--- src/rtl/can_acf_pkg.sv ---
package can_acf_pkg;
  localparam int ACF_ID_W = 32;
  localparam int ACF_NUM  = 4;
  localparam int ACF_SEL_W = (ACF_NUM > 1) ? $clog2(ACF_NUM) : 1;
endpackage

--- src/rtl/acf_regbank.sv ---
module acf_regbank #(
  parameter int ID_W  = 32,
  parameter int NUM   = 4,
  parameter int SEL_W = 2
) (
  input  logic                      clk,
  input  logic                      rst,
  input  logic                      wr_en,
  input  logic [SEL_W-1:0]          wr_sel,
  input  logic                      wr_mask,
  input  logic [ID_W-1:0]           wr_data,
  input  logic                      en_wr,
  input  logic [NUM-1:0]            en_data,
  input  logic                      busy,
  output logic [NUM-1:0]            en_q,
  output logic [NUM-1:0][ID_W-1:0]  masks,
  output logic [NUM-1:0][ID_W-1:0]  idents
);
  always_ff @(posedge clk) begin
    if (rst)        en_q <= '0;
    else if (en_wr) en_q <= en_data;
  end

  for (genvar i = 0; i < NUM; i++) begin : g_slot
    logic            slot_wr;
    logic [ID_W-1:0] m_r;
    logic [ID_W-1:0] f_r;
    assign slot_wr = wr_en && (wr_sel == SEL_W'(i)) && !en_q[i] && !busy;
    always_ff @(posedge clk) begin
      if (rst) begin
        m_r <= '0;
        f_r <= '0;
      end else if (slot_wr) begin
        if (wr_mask) m_r <= wr_data;
        else         f_r <= wr_data;
      end
    end
    assign masks[i]  = m_r;
    assign idents[i] = f_r;
  end
endmodule

--- src/rtl/acf_entry.sv ---
module acf_entry #(
  parameter int ID_W = 32
) (
  input  logic [ID_W-1:0] id_word,
  input  logic [ID_W-1:0] mask,
  input  logic [ID_W-1:0] ident,
  output logic            hit
);
  assign hit = ((id_word ^ ident) & mask) == '0;
endmodule

--- src/rtl/acf_decide.sv ---
module acf_decide #(
  parameter int NUM = 4
) (
  input  logic           clk,
  input  logic           rst,
  input  logic           id_valid,
  input  logic [NUM-1:0] hits,
  input  logic [NUM-1:0] en_q,
  output logic           dec_valid,
  output logic           dec_accept,
  output logic           busy
);
  logic verdict;
  assign verdict = (en_q == '0) ? 1'b1 : |(hits & en_q);

  always_ff @(posedge clk) begin
    if (rst) begin
      dec_valid  <= 1'b0;
      dec_accept <= 1'b0;
      busy       <= 1'b0;
    end else begin
      dec_valid <= id_valid;
      busy      <= id_valid;
      if (id_valid) dec_accept <= verdict;
    end
  end
endmodule

--- src/rtl/can_id_acceptance.sv ---
module can_id_acceptance
  import can_acf_pkg::*;
#(
  parameter int ID_W  = ACF_ID_W,
  parameter int NUM   = ACF_NUM,
  parameter int SEL_W = ACF_SEL_W
) (
  input  logic             clk,
  input  logic             rst,
  input  logic             id_valid,
  input  logic [ID_W-1:0]  id_word,
  input  logic             wr_en,
  input  logic [SEL_W-1:0] wr_sel,
  input  logic             wr_mask,
  input  logic [ID_W-1:0]  wr_data,
  input  logic             en_wr,
  input  logic [NUM-1:0]   en_data,
  input  logic [SEL_W-1:0] rd_sel,
  input  logic             rd_mask,
  output logic [ID_W-1:0]  rd_data,
  output logic [NUM-1:0]   en_state,
  output logic             dec_valid,
  output logic             dec_accept,
  output logic             busy
);
  logic [NUM-1:0]           en_q;
  logic [NUM-1:0][ID_W-1:0] masks;
  logic [NUM-1:0][ID_W-1:0] idents;
  logic [NUM-1:0]           hits;

  acf_regbank #(.ID_W(ID_W), .NUM(NUM), .SEL_W(SEL_W)) u_bank (
    .clk(clk), .rst(rst), .wr_en(wr_en), .wr_sel(wr_sel), .wr_mask(wr_mask),
    .wr_data(wr_data), .en_wr(en_wr), .en_data(en_data), .busy(busy),
    .en_q(en_q), .masks(masks), .idents(idents)
  );

  for (genvar i = 0; i < NUM; i++) begin : g_cmp
    acf_entry #(.ID_W(ID_W)) u_entry (
      .id_word(id_word), .mask(masks[i]), .ident(idents[i]), .hit(hits[i])
    );
  end

  acf_decide #(.NUM(NUM)) u_dec (
    .clk(clk), .rst(rst), .id_valid(id_valid), .hits(hits), .en_q(en_q),
    .dec_valid(dec_valid), .dec_accept(dec_accept), .busy(busy)
  );

  always_ff @(posedge clk) begin
    if (rst)          rd_data <= '0;
    else if (rd_mask) rd_data <= masks[rd_sel];
    else              rd_data <= idents[rd_sel];
  end

  assign en_state = en_q;
endmodule

--- config.mk ---
export PLATFORM = sky130hd
export DESIGN_NAME = can_id_acceptance
export DESIGN_NICKNAME = d
export VERILOG_FILES = /design/src/rtl/can_acf_pkg.sv /design/src/rtl/acf_regbank.sv /design/src/rtl/acf_entry.sv /design/src/rtl/acf_decide.sv /design/src/rtl/can_id_acceptance.sv
export SDC_FILE = /design/constraint.sdc
export NUM_CORES = 1
export LEC_CHECK = 0
export BUFFER_PORTS_ARGS = -buffer_cell sky130_fd_sc_hd__buf_2
export CORE_MARGIN = 3
export CORE_UTILIZATION = 40
export CTS_CLUSTER_SIZE = 14
export DETAILED_ROUTE_END_ITERATION = 6
export SLEW_MARGIN = 20
export SYNTH_ARGS = -nofsm -noshare
export SYNTH_HDL_FRONTEND = slang
export SYNTH_HIERARCHICAL = 1
export SYNTH_SLANG_ARGS = --single-unit
export TNS_END_PERCENT = 100
--- constraint.sdc ---
create_clock -name clk -period 3.42 [get_ports clk]
set_input_delay 0.342 -clock clk [delete_from_list [all_inputs] [get_ports clk]]
set_output_delay 0.342 -clock clk [all_outputs]
set_load 0.01 [all_outputs]
==> out/metrics.yaml, run 1 <==
status:
  status: "finished, final reports clean"
global_routing:
  grt_pass1_vias: 10300
  antenna_found_initial: 2
  track_usage_pct: 20.1
  overflow: 0
  grt_max_degree: 96
  grt_pass1_wl_um: 61500
sta:
  hold_slack_ns: 0.0686
  tightestPinTransition_ns: 0.839
  rsz0062_at_grt: "no"
  fin_crit_sh_pct: 60.3
  setup_viol: 0
  skew_ns: 0.0123
  fin_tns_setup_ns: 0
  max_freq_mhz: 485
  slew_violations: 0
  fin_crit_ns: 2.06
  maxSlewHeadroom_pct: 44.1
  finalHoldViolCount: 0
synthesis:
  ys_seq_elements: 294
  synth_top_cell_area_share_pct: 40.0
  syn_inst: 1322
  syn_area_per_cell_um2: 11.1
  synth_enable_flop_cells: 0
  yosysTopAreaCell: "dfxtp_1"
  synth_compound_area_share_pct: 3.49
  yosys-top-cells-area: "dfxtp_1 (40%), mux2i_1 (20%), nand2b_1 (12%)"
  yosysMostFrequentCell: "dfxtp_1"
  synthAdderAreaFrac_pct: 0
  ys_warn_count: 6
  synth_common_cells: "dfxtp_1 (294), mux2i_1 (292), nand2b_1 (288)"
  synth_top_family_by_area: "multiplexers"
  synth_cell_type_count: 28
  synthArstFlopShare_pct: 0
  syn-cell-area_um2: 14700
  syn_nets: 1401
  yosys-mux-area-fraction_pct: 29.7
  yosys_most_used_dff: "dfxtp_1"
  synth_xor_area_share_pct: 7.62
  synthSimpleGateAreaFrac_pct: 15.1
  ys_seq_area_share_pct: 40.0
critical_path:
  critPathMaxFanout: 19
  cp-end-kind: "flop"
  crit_arrival_ns: 2.50
  path_class: "flop to flop"
  critical_path_required_ns: 3.85
  startpoint_type: "flop"
floorplanning:
  initial_core_util_pct: 41.0
  io_pins: 118
  fp.dieH_um: 198
  die_area_um2: 39100
  rows: 69
  core_um2: 35900
  fp.dieW_um: 198
layout:
  nets: 1470
  design_area_um2: 16700
  layout-drive-gt1-share_pct: 19.1
  instances_no_fill: 1880
  area_growth_pct: 13.5
clock_tree:
  ctsResizeCount: 0
  clkSinkCount: 294
  cts_tree: "built"
  cts_inserted_buffers: 35
  cts.path.max_buffers: 3
  cts.clk_slew.worst_paths_ns: 0.06
  postCtsSetupBuffers: 0
  cts_root_buf: "clkbuf_16"
  postCtsHoldBufs: 0
  clk-insertion-delay-late_ns: 0.51
  cts.htree.levels: 2
placement:
  dp_cells: 1815
  portBuffers: 117
  gp_congestion: 0.803
  dpl_cell_area_um2: 15600
  hpwl_um: 26700
drt:
  ant_nets: 0
  drt_iter0_drc: 587
  vias: 10000
  drt_drc_violations_left: 0
  wl_per_cell_um: 21.2
  dr.pass1.iters: 5
  drt-vias-per-instance: 5.33
  wl_um: 39900
power:
  vdd_drop_max_mv: 0.246
  p_leak_nw: 7.96
  power_density_nw_per_um2: 471
run:
  cap_violations: 0
worst_hold_path:
  hp-class: "input port to flop"
-- layer usage --
metal / track usage, % / part of all wire, % / vias to the layer above
li1: - / - / 4747
met3: 3.68 / 5.0 / 60
met1: 28.3 / 47 / 4982
met2: 32.1 / 46 / 222
met4: 4.80 / 2.0 / 2
met5: 0 / 0.033 / -
-- power breakdown --
part           internal [mW]  total [mW]  switching, mW
clock network           2.20        3.67           1.47
logic                  0.293       0.656          0.363
registers               3.49        3.54         0.0561
-- worst max-delay path, stage by stage, from the launching register on --
cell and delay (ns):
dfxtp_1 0.36, nor4b_2 0.48, and2_2 0.46, buf_4 0.44
mux2i_1 0.24
-- stage by stage --
step,power [mW],utilization (%),worst slack [ns]
6_report,7.87,46.5,1.36
5_1_grt,8.16,46.5,1.26
4_1_cts,7.95,46.5,1.36
3_5_place_dp,4.27,43.3,1.27
3_3_place_gp,4.27,43.3,1.32
2_1_floorplan,4.05,-,1.95
-- cell usage in the layout (no fill, tap or decap) --
cell	synthesis	routed
dfxtp_1	294	294
mux2i_1	292	292
nand2b_1	288	288
xor2_1	128	128
buf_2	26	115
a22oi_1	65	65
mux4_2	62	62
nor2_1	39	39
clkbuf_16	0	35
buf_4	7	21
nand4_1	18	18
clkbuf_1	59	10
clkbuf_8	0	7
clkinv_2	0	6
buf_12	3	6
nor4_2	5	5
nand2_2	1	4
inv_6	0	3
nor2b_1	3	3
diode_2	0	2
mux4_1	2	2
bufinv_16	0	2
buf_6	5	1
and4bb_2	1	1
and2_1	2	1
nor4b_2	1	1
and2_2	0	1
nand2_1	5	1
and4b_1	1	1
nand2_4	0	1
a21boi_0	1	1
a21oi_1	1	1
o21bai_1	1	1
a31oi_1	1	1
-- registers in the layout, summed over array words and instances (netlist names) --
name and count:
u_dec/dec_accept 1, u_bank/g_slot.f_r 128, u_bank/en_q 4, u_bank/g_slot.m_r 128, rd_data 32, u_dec/busy 1
-- logic make-up after synthesis --
kind of cell,after synthesis
buffers and inverters,111
AO/OA/AOI/OAI,69
flip-flops,294
AND/OR/NAND/NOR,364
multiplexers,356
XOR/XNOR,128
-- cell type report --
type	count	area, µm²
fillers	3353	19200
multi-input cells	917	8240
clock inverters	11	116
diodes	2	5.00
repair buffers	143	865
well taps	461	577
flip-flops and latches	294	5890
clock buffers	52	1010
-- final timing paths --
path                                         start                                     to  slack (ns)  depth (start not counted)
max                          u_dec/busy$_SDFF_PP0_  u_bank/g_slot[0].f_r[27]$_SDFFE_PP0P_        1.36                          4
min                                     en_data[2]            u_bank/en_q[2]$_SDFFE_PP0P_        0.07                          3
max reg2reg                  u_dec/busy$_SDFF_PP0_  u_bank/g_slot[0].f_r[27]$_SDFFE_PP0P_        1.36                          4
min reg2reg  u_bank/g_slot[2].m_r[14]$_SDFFE_PP0P_  u_bank/g_slot[2].m_r[14]$_SDFFE_PP0P_        0.49                          2
No activity file was read; power rests on OpenSTA's default activity.
==> inputs of run 2 (changes only) <==
Clock period 3.42 ns to 1.9 ns, I/O delays scaled along.
==> out/metrics.yaml, run 2 (synthesized netlist as in run 1, its figures left out) <==
global_routing:
  grt_pass1_wl_um: 60900  # -0.90%
  antenna_found_initial: 2  # unchanged
  overflow: 0  # unchanged
  track_usage_pct: 19.9  # -0.18 points
  grt_pass1_vias: 10400  # +0.82%
  grt_max_degree: 54  # -44%
drt:
  drt_drc_violations_left: 0  # unchanged
  wl_per_cell_um: 20.8  # -2.1%
  wl_um: 39300  # -1.5%
  drt_iter0_drc: 479  # -18%
  dr.pass1.iters: 5  # unchanged
  ant_nets: 0  # unchanged
  drt-vias-per-instance: 5.26  # -1.2%
  vias: 9956  # -0.57%
worst_hold_path:
  hold_start: "en_wr"
  hp-class: "input port to flop"
critical_path:
  startpoint_type: "flop"
  crit_path_top_delay_cell: "dfxtp_1"
  path_class: "flop to flop"
  cp-end-kind: "flop"
  reg2reg_from: "u_bank/g_slot[3].f_r[26]$_SDFFE_PP0P_"
  crit_family: "compound AO/OA/AOI/OAI gates"
  path_buf_inv: 0  # -1
  path_cells: "xor2_1 -> a22oi_1 -> nand4_1 -> nor4_2 -> a21oi_1 -> a31oi_1"
  crit_path_start: "u_bank/g_slot[3].f_r[26]$_SDFFE_PP0P_"
  crit_arrival_ns: 2.27  # -0.23 ns
  critical_path_required_ns: 2.32  # -1.53 ns
  critPathMaxFanout: 3  # -16
  critPathMaxStageDelay_ns: 0.33  # -0.15 ns
placement:
  dp_cells: 1825  # +0.55%
  portBuffers: 117  # unchanged
  gp_congestion: 0.805  # +0.21%
  hpwl_um: 25600  # -4.1%
sta:
  slew_violations: 0  # unchanged
  maxSlewHeadroom_pct: 64.8  # +21 points
  skew_ns: 0.00763  # -0.00465 ns
  tightestPinTransition_ns: 0.529  # -0.310 ns
  finalHoldViolCount: 0  # unchanged
  fin_crit_sh_pct: 97.5  # +37 points
  fin_crit_ns: 1.85  # -0.211 ns
  setup_viol: 0  # unchanged
  max_freq_mhz: 540  # +11%
  fin_tns_setup_ns: 0  # unchanged
  rsz0062_at_grt: "no"
floorplanning:
  fp.dieW_um: 198  # unchanged
  rows: 69  # unchanged
  die_area_um2: 39100  # unchanged
  initial_core_util_pct: 41.0  # unchanged
  core_um2: 35900  # unchanged
  fp.dieH_um: 198  # unchanged
  io_pins: 118  # unchanged
power:
  p_leak_nw: 8.10  # +1.8%
  power_density_nw_per_um2: 846  # +79%
  vdd_drop_max_mv: 0.498  # +100%
run:
  cap_violations: 0  # unchanged
layout:
  nets: 1485  # +1.0%
  mostFrequentLayoutCell: "dfxtp_1"
  instances_no_fill: 1892  # +0.64%
  reg_top3: "u_bank/g_slot.f_r x128, u_bank/g_slot.m_r x128, rd_data x32"
  final_cell_mix: "dfxtp_1 (294), mux2i_1 (292), nand2b_1 (288), xor2_1 (128), buf_2 (115)"
  layout-drive-gt1-share_pct: 20.3  # +1.2 points
  area_growth_pct: 15.6
clock_tree:
  clkSinkCount: 294  # unchanged
  cts_tree: "built"
  postCtsSetupBuffers: 0  # unchanged
  cts.clk_slew.worst_paths_ns: 0.06  # about the same
  cts_inserted_buffers: 35  # unchanged
  clk-insertion-delay-late_ns: 0.51  # about the same
  cts.htree.levels: 2  # unchanged
  cts_root_buf: "clkbuf_16"
  cts.path.max_buffers: 3  # unchanged
status:
  status: "finished, final reports clean"
run 2: cell count changes in the layout (fill, tap and decap cells not counted), moves of 3 or more:
cell / previous run / this run
a22oi_1: 65 / 60
a22oi_2: 0 / 5
buf_12: 6 / 16
clkbuf_1: 10 / 4
dlygate4sd3_1: 0 / 5
inv_6: 3 / 0
run 2: cell type report:
type	count	area, µm²
Antenna cell	1	2.50
Clock buffer	50	1060
Clock inverter	11	108
Fill cell	3358	18900
Multi-Input combinational cell	917	8260
Sequential cell	294	5890
Tap cell	461	577
Timing Repair Buffer	158	1110
run 2: worst reg2reg max path, cell delays in order, from the launching register on:
cell and delay, ns:
dfxtp_1 0.33, xor2_1 0.16, a22oi_1 0.31, nand4_1 0.28
nor4_2 0.34, a21oi_1 0.12, a31oi_1 0.23
run 2: metal layers:
metal / global-route usage, % / part of all wire, %
met5: 0 / 0.028
met4: 4.22 / 1.5
met3: 3.23 / 4.0
met2: 33.7 / 48
met1: 27.0 / 47
run 2: what timing repair did:
action | CTS | global route
hold buffers | 5 | 0
hold endpoints to repair | 5 | 0
resized for setup | 0 | 5
setup endpoints to repair | 0 | 1
run 2: path summary, 6_finish.rpt:
check	slack, ns	cells past startpoint	endpoint
worst min-delay path	0.02	3	u_bank/en_q[1]$_SDFFE_PP0P_
worst max register to register	0.05	6	u_dec/dec_accept$_SDFFE_PP0P_
worst min register to register	0.49	2	u_bank/g_slot[3].m_r[7]$_SDFFE_PP0P_
worst max-delay path	0.05	6	u_dec/dec_accept$_SDFFE_PP0P_
run 2: where the power goes:
group | switching [mW] | total (mW) | internal, mW
clock network | 2.63 | 6.79 | 4.16
registers | 0.0979 | 6.37 | 6.28
logic | 0.660 | 1.22 | 0.564
run 2: per-stage QoR:
| step | area (µm²) | utilization (%) | total power [mW] | hold WS (ns) | setup slack, ns |
|---|---|---|---|---|---|
| 3_3_place_gp | 15800 | 43.9 | 7.71 | 0.430 | 0.142 |
| 5_1_grt | 17000 | 47.4 | 14.9 | 0.0387 | 0.00357 |
| 3_5_place_dp | 15800 | 43.9 | 7.72 | 0.433 | 0.0898 |
| 4_1_cts | 17000 | 47.3 | 14.5 | 0.00639 | 0.0557 |
| 2_1_floorplan | 14700 | - | 7.28 | 0.262 | 0.505 |
| 6_report | 17000 | 47.4 | 14.4 | 0.0229 | 0.0477 |
==> inputs of run 3 (changes only) <==
Settings changed: CELL_PAD_IN_SITES_DETAIL_PLACEMENT set to 1, CELL_PAD_IN_SITES_GLOBAL_PLACEMENT set to 1, PLACE_DENSITY_LB_ADDON set to 0.1.
==> out/metrics.yaml, run 3 (synthesized netlist as in run 1, its figures left out) <==
drt:
  wl_per_cell_um: 22.5  # +8.1%
  vias: 10100  # +1.6%
  wl_um: 42800  # +9.0%
  drt-vias-per-instance: 5.30  # +0.79%
  drt_iter0_drc: 453  # -5.4%
  ant_nets: 0  # unchanged
  dr.pass1.iters: 4  # -1
  drt_drc_violations_left: 0  # unchanged
sta:
  rsz0062_at_grt: "no"
  finalHoldViolCount: 0  # unchanged
  slew_violations: 0  # unchanged
  fin_crit_ns: 1.78  # -0.0709 ns
  fin_tns_setup_ns: 0  # unchanged
  skew_ns: 0.0140  # +0.00636 ns
  setup_viol: 0  # unchanged
  tightestPinTransition_ns: 0.514  # -0.0150 ns
  max_freq_mhz: 561  # +4.0%
  setup_slack_ns: 0.119  # +0.0709 ns
  maxSlewHeadroom_pct: 65.7  # +1.0 points
  fin_crit_sh_pct: 93.8  # -3.7 points
clock_tree:
  cts_root_buf: "clkbuf_16"
  cts.clk_slew.worst_paths_ns: 0.06  # about the same
  cts.path.max_buffers: 3  # unchanged
  cts.htree.levels: 2  # unchanged
  cts_inserted_buffers: 35  # unchanged
  cts_tree: "built"
  postCtsSetupBuffers: 0  # unchanged
  clkSinkCount: 294  # unchanged
  clk-insertion-delay-late_ns: 0.53  # +0.02 ns
layout:
  final_cell_mix: "dfxtp_1 (294), mux2i_1 (292), nand2b_1 (288), xor2_1 (128), buf_2 (115)"
  nets: 1500  # +1.0%
  reg_top3: "u_bank/g_slot.f_r x128, u_bank/g_slot.m_r x128, rd_data x32"
  area_growth_pct: 16.5
  final_core_util_pct: 47.7  # +0.38 points
  layout-drive-gt1-share_pct: 20.2  # -0.072 points
  mostFrequentLayoutCell: "dfxtp_1"
  instances_no_fill: 1907  # +0.79%
run:
  cap_violations: 0  # unchanged
critical_path:
  rrSetupSlack_ns: 0.12  # +0.07 ns
  ff2ff_path_depth: 6  # unchanged
  critPathMaxStageDelay_ns: 0.35  # +0.02 ns
  cp-end-kind: "flop"
  crit_arrival_ns: 2.24  # -0.03 ns
  critical_path_required_ns: 2.36  # +0.04 ns
  r2r_end: "u_dec/dec_accept$_SDFFE_PP0P_"
  reg2reg_from: "u_bank/g_slot[3].f_r[23]$_SDFFE_PP0P_"
  crit_path_top_delay_cell: "nor4_2"
  startpoint_type: "flop"
  path_buf_inv: 0  # unchanged
  path_class: "flop to flop"
  crit_family: "simple AND/OR/NAND/NOR gates"
  path_cells: "xor2_1 -> a22oi_1 -> nand4_1 -> nor4_2 -> a21oi_1 -> a31oi_1"
  critPathMaxFanout: 3  # unchanged
worst_hold_path:
  holdPathStages: 3  # unchanged
  whs_endpoint: "u_bank/g_slot[1].m_r[22]$_SDFFE_PP0P_"
  hp-class: "input port to flop"
  hold_start: "wr_data[22]"
power:
  p_leak_nw: 8.16  # +0.76%
  power_mw: 14.6  # +1.3%
  vdd_drop_max_mv: 0.622  # +25%
  power_density_nw_per_um2: 850  # +0.53%
floorplanning:
  io_pins: 118  # unchanged
  fp.dieH_um: 198  # unchanged
  core_um2: 35900  # unchanged
  fp.dieW_um: 198  # unchanged
  initial_core_util_pct: 41.0  # unchanged
  die_area_um2: 39100  # unchanged
  rows: 69  # unchanged
global_routing:
  grt_pass1_wl_um: 66100  # +8.5%
  track_usage_pct: 21.9  # +2.0 points
  antenna_found_initial: 2  # unchanged
  grt_pass1_vias: 11000  # +5.0%
  grt_max_degree: 48  # -11%
  overflow: 0  # unchanged
placement:
  dp_slack_ns: -0.0417  # -0.132 ns
  dp_cells: 1835  # +0.55%
  portBuffers: 117  # unchanged
  gp_congestion: 0.796  # -1.2%
  hpwl_um: 28500  # +12%
status:
  status: "finished, final reports clean"
==> run 3: cell count changes in the layout (fill, tap and decap cells not counted), sizes merged <==
| cell | previous run | this run |
|---|---|---|
| buf | 153 | 163 |
| clkbuf | 50 | 51 |
| dlygate4sd3 | 5 | 10 |
| clkinv | 8 | 6 |
| clkinvlp | 1 | 0 |
| bufinv | 2 | 4 |
==> run 3: stage by stage <==
step | hold WS [ns] | area [µm²]
floorplan | 0.262 | 14700
global route | 0.141 | 17100
detailed placement | 0.433 | 15900
finish | 0.124 | 17100
global placement | 0.432 | 15900
CTS | 0.108 | 17100
==> run 3: routing by layer <==
layer	GRT usage (%)	part of all wire [%]
met1	28.9	46
met2	38.0	49
met4	4.80	1.8
met5	0	0.028
met3	3.57	3.1
==> run 3: cell type report <==
| class | count | area [µm²] |
|---|---|---|
| flip-flops and latches | 294 | 5890 |
| fillers | 3847 | 18800 |
| well taps | 461 | 577 |
| clock inverters | 10 | 150 |
| repair buffers | 173 | 1260 |
| multi-input cells | 917 | 8250 |
| diodes | 1 | 2.50 |
| clock buffers | 51 | 1020 |
==> run 3: worst min-delay path, cell delays in order <==
cell and delay (ns):
buf_2 0.07, nand2b_1 0.17, mux2i_1 0.17
==> run 3: power breakdown <==
group | internal (mW) | switching, mW
clock | 4.25 | 2.68
sequential | 6.28 | 0.0919
combinational | 0.585 | 0.696
==> run 3: worst max-delay path by stage <==
stage                     depth (start not counted)                             startpoint                               endpoint  slack [ns]
final                                             6  u_bank/g_slot[3].f_r[23]$_SDFFE_PP0P_          u_dec/dec_accept$_SDFFE_PP0P_        0.12
after global routing                              6  u_bank/g_slot[3].f_r[23]$_SDFFE_PP0P_          u_dec/dec_accept$_SDFFE_PP0P_       0.002
after CTS                                         6  u_bank/g_slot[2].f_r[26]$_SDFFE_PP0P_          u_dec/dec_accept$_SDFFE_PP0P_        0.03
after detailed placement                          7                            id_word[26]          u_dec/dec_accept$_SDFFE_PP0P_       -0.04
after global placement                            7                            id_word[26]          u_dec/dec_accept$_SDFFE_PP0P_       -0.05
after floorplan                                   5                  u_dec/busy$_SDFF_PP0_  u_bank/g_slot[0].f_r[11]$_SDFFE_PP0P_        0.50
==> run 3: timing repair <==
action,CTS,global route
hold buffers,10,0
setup endpoints to repair,1,1
resized for setup,2,1
pin swaps,1,2
endpoints found under the hold margin,7,0
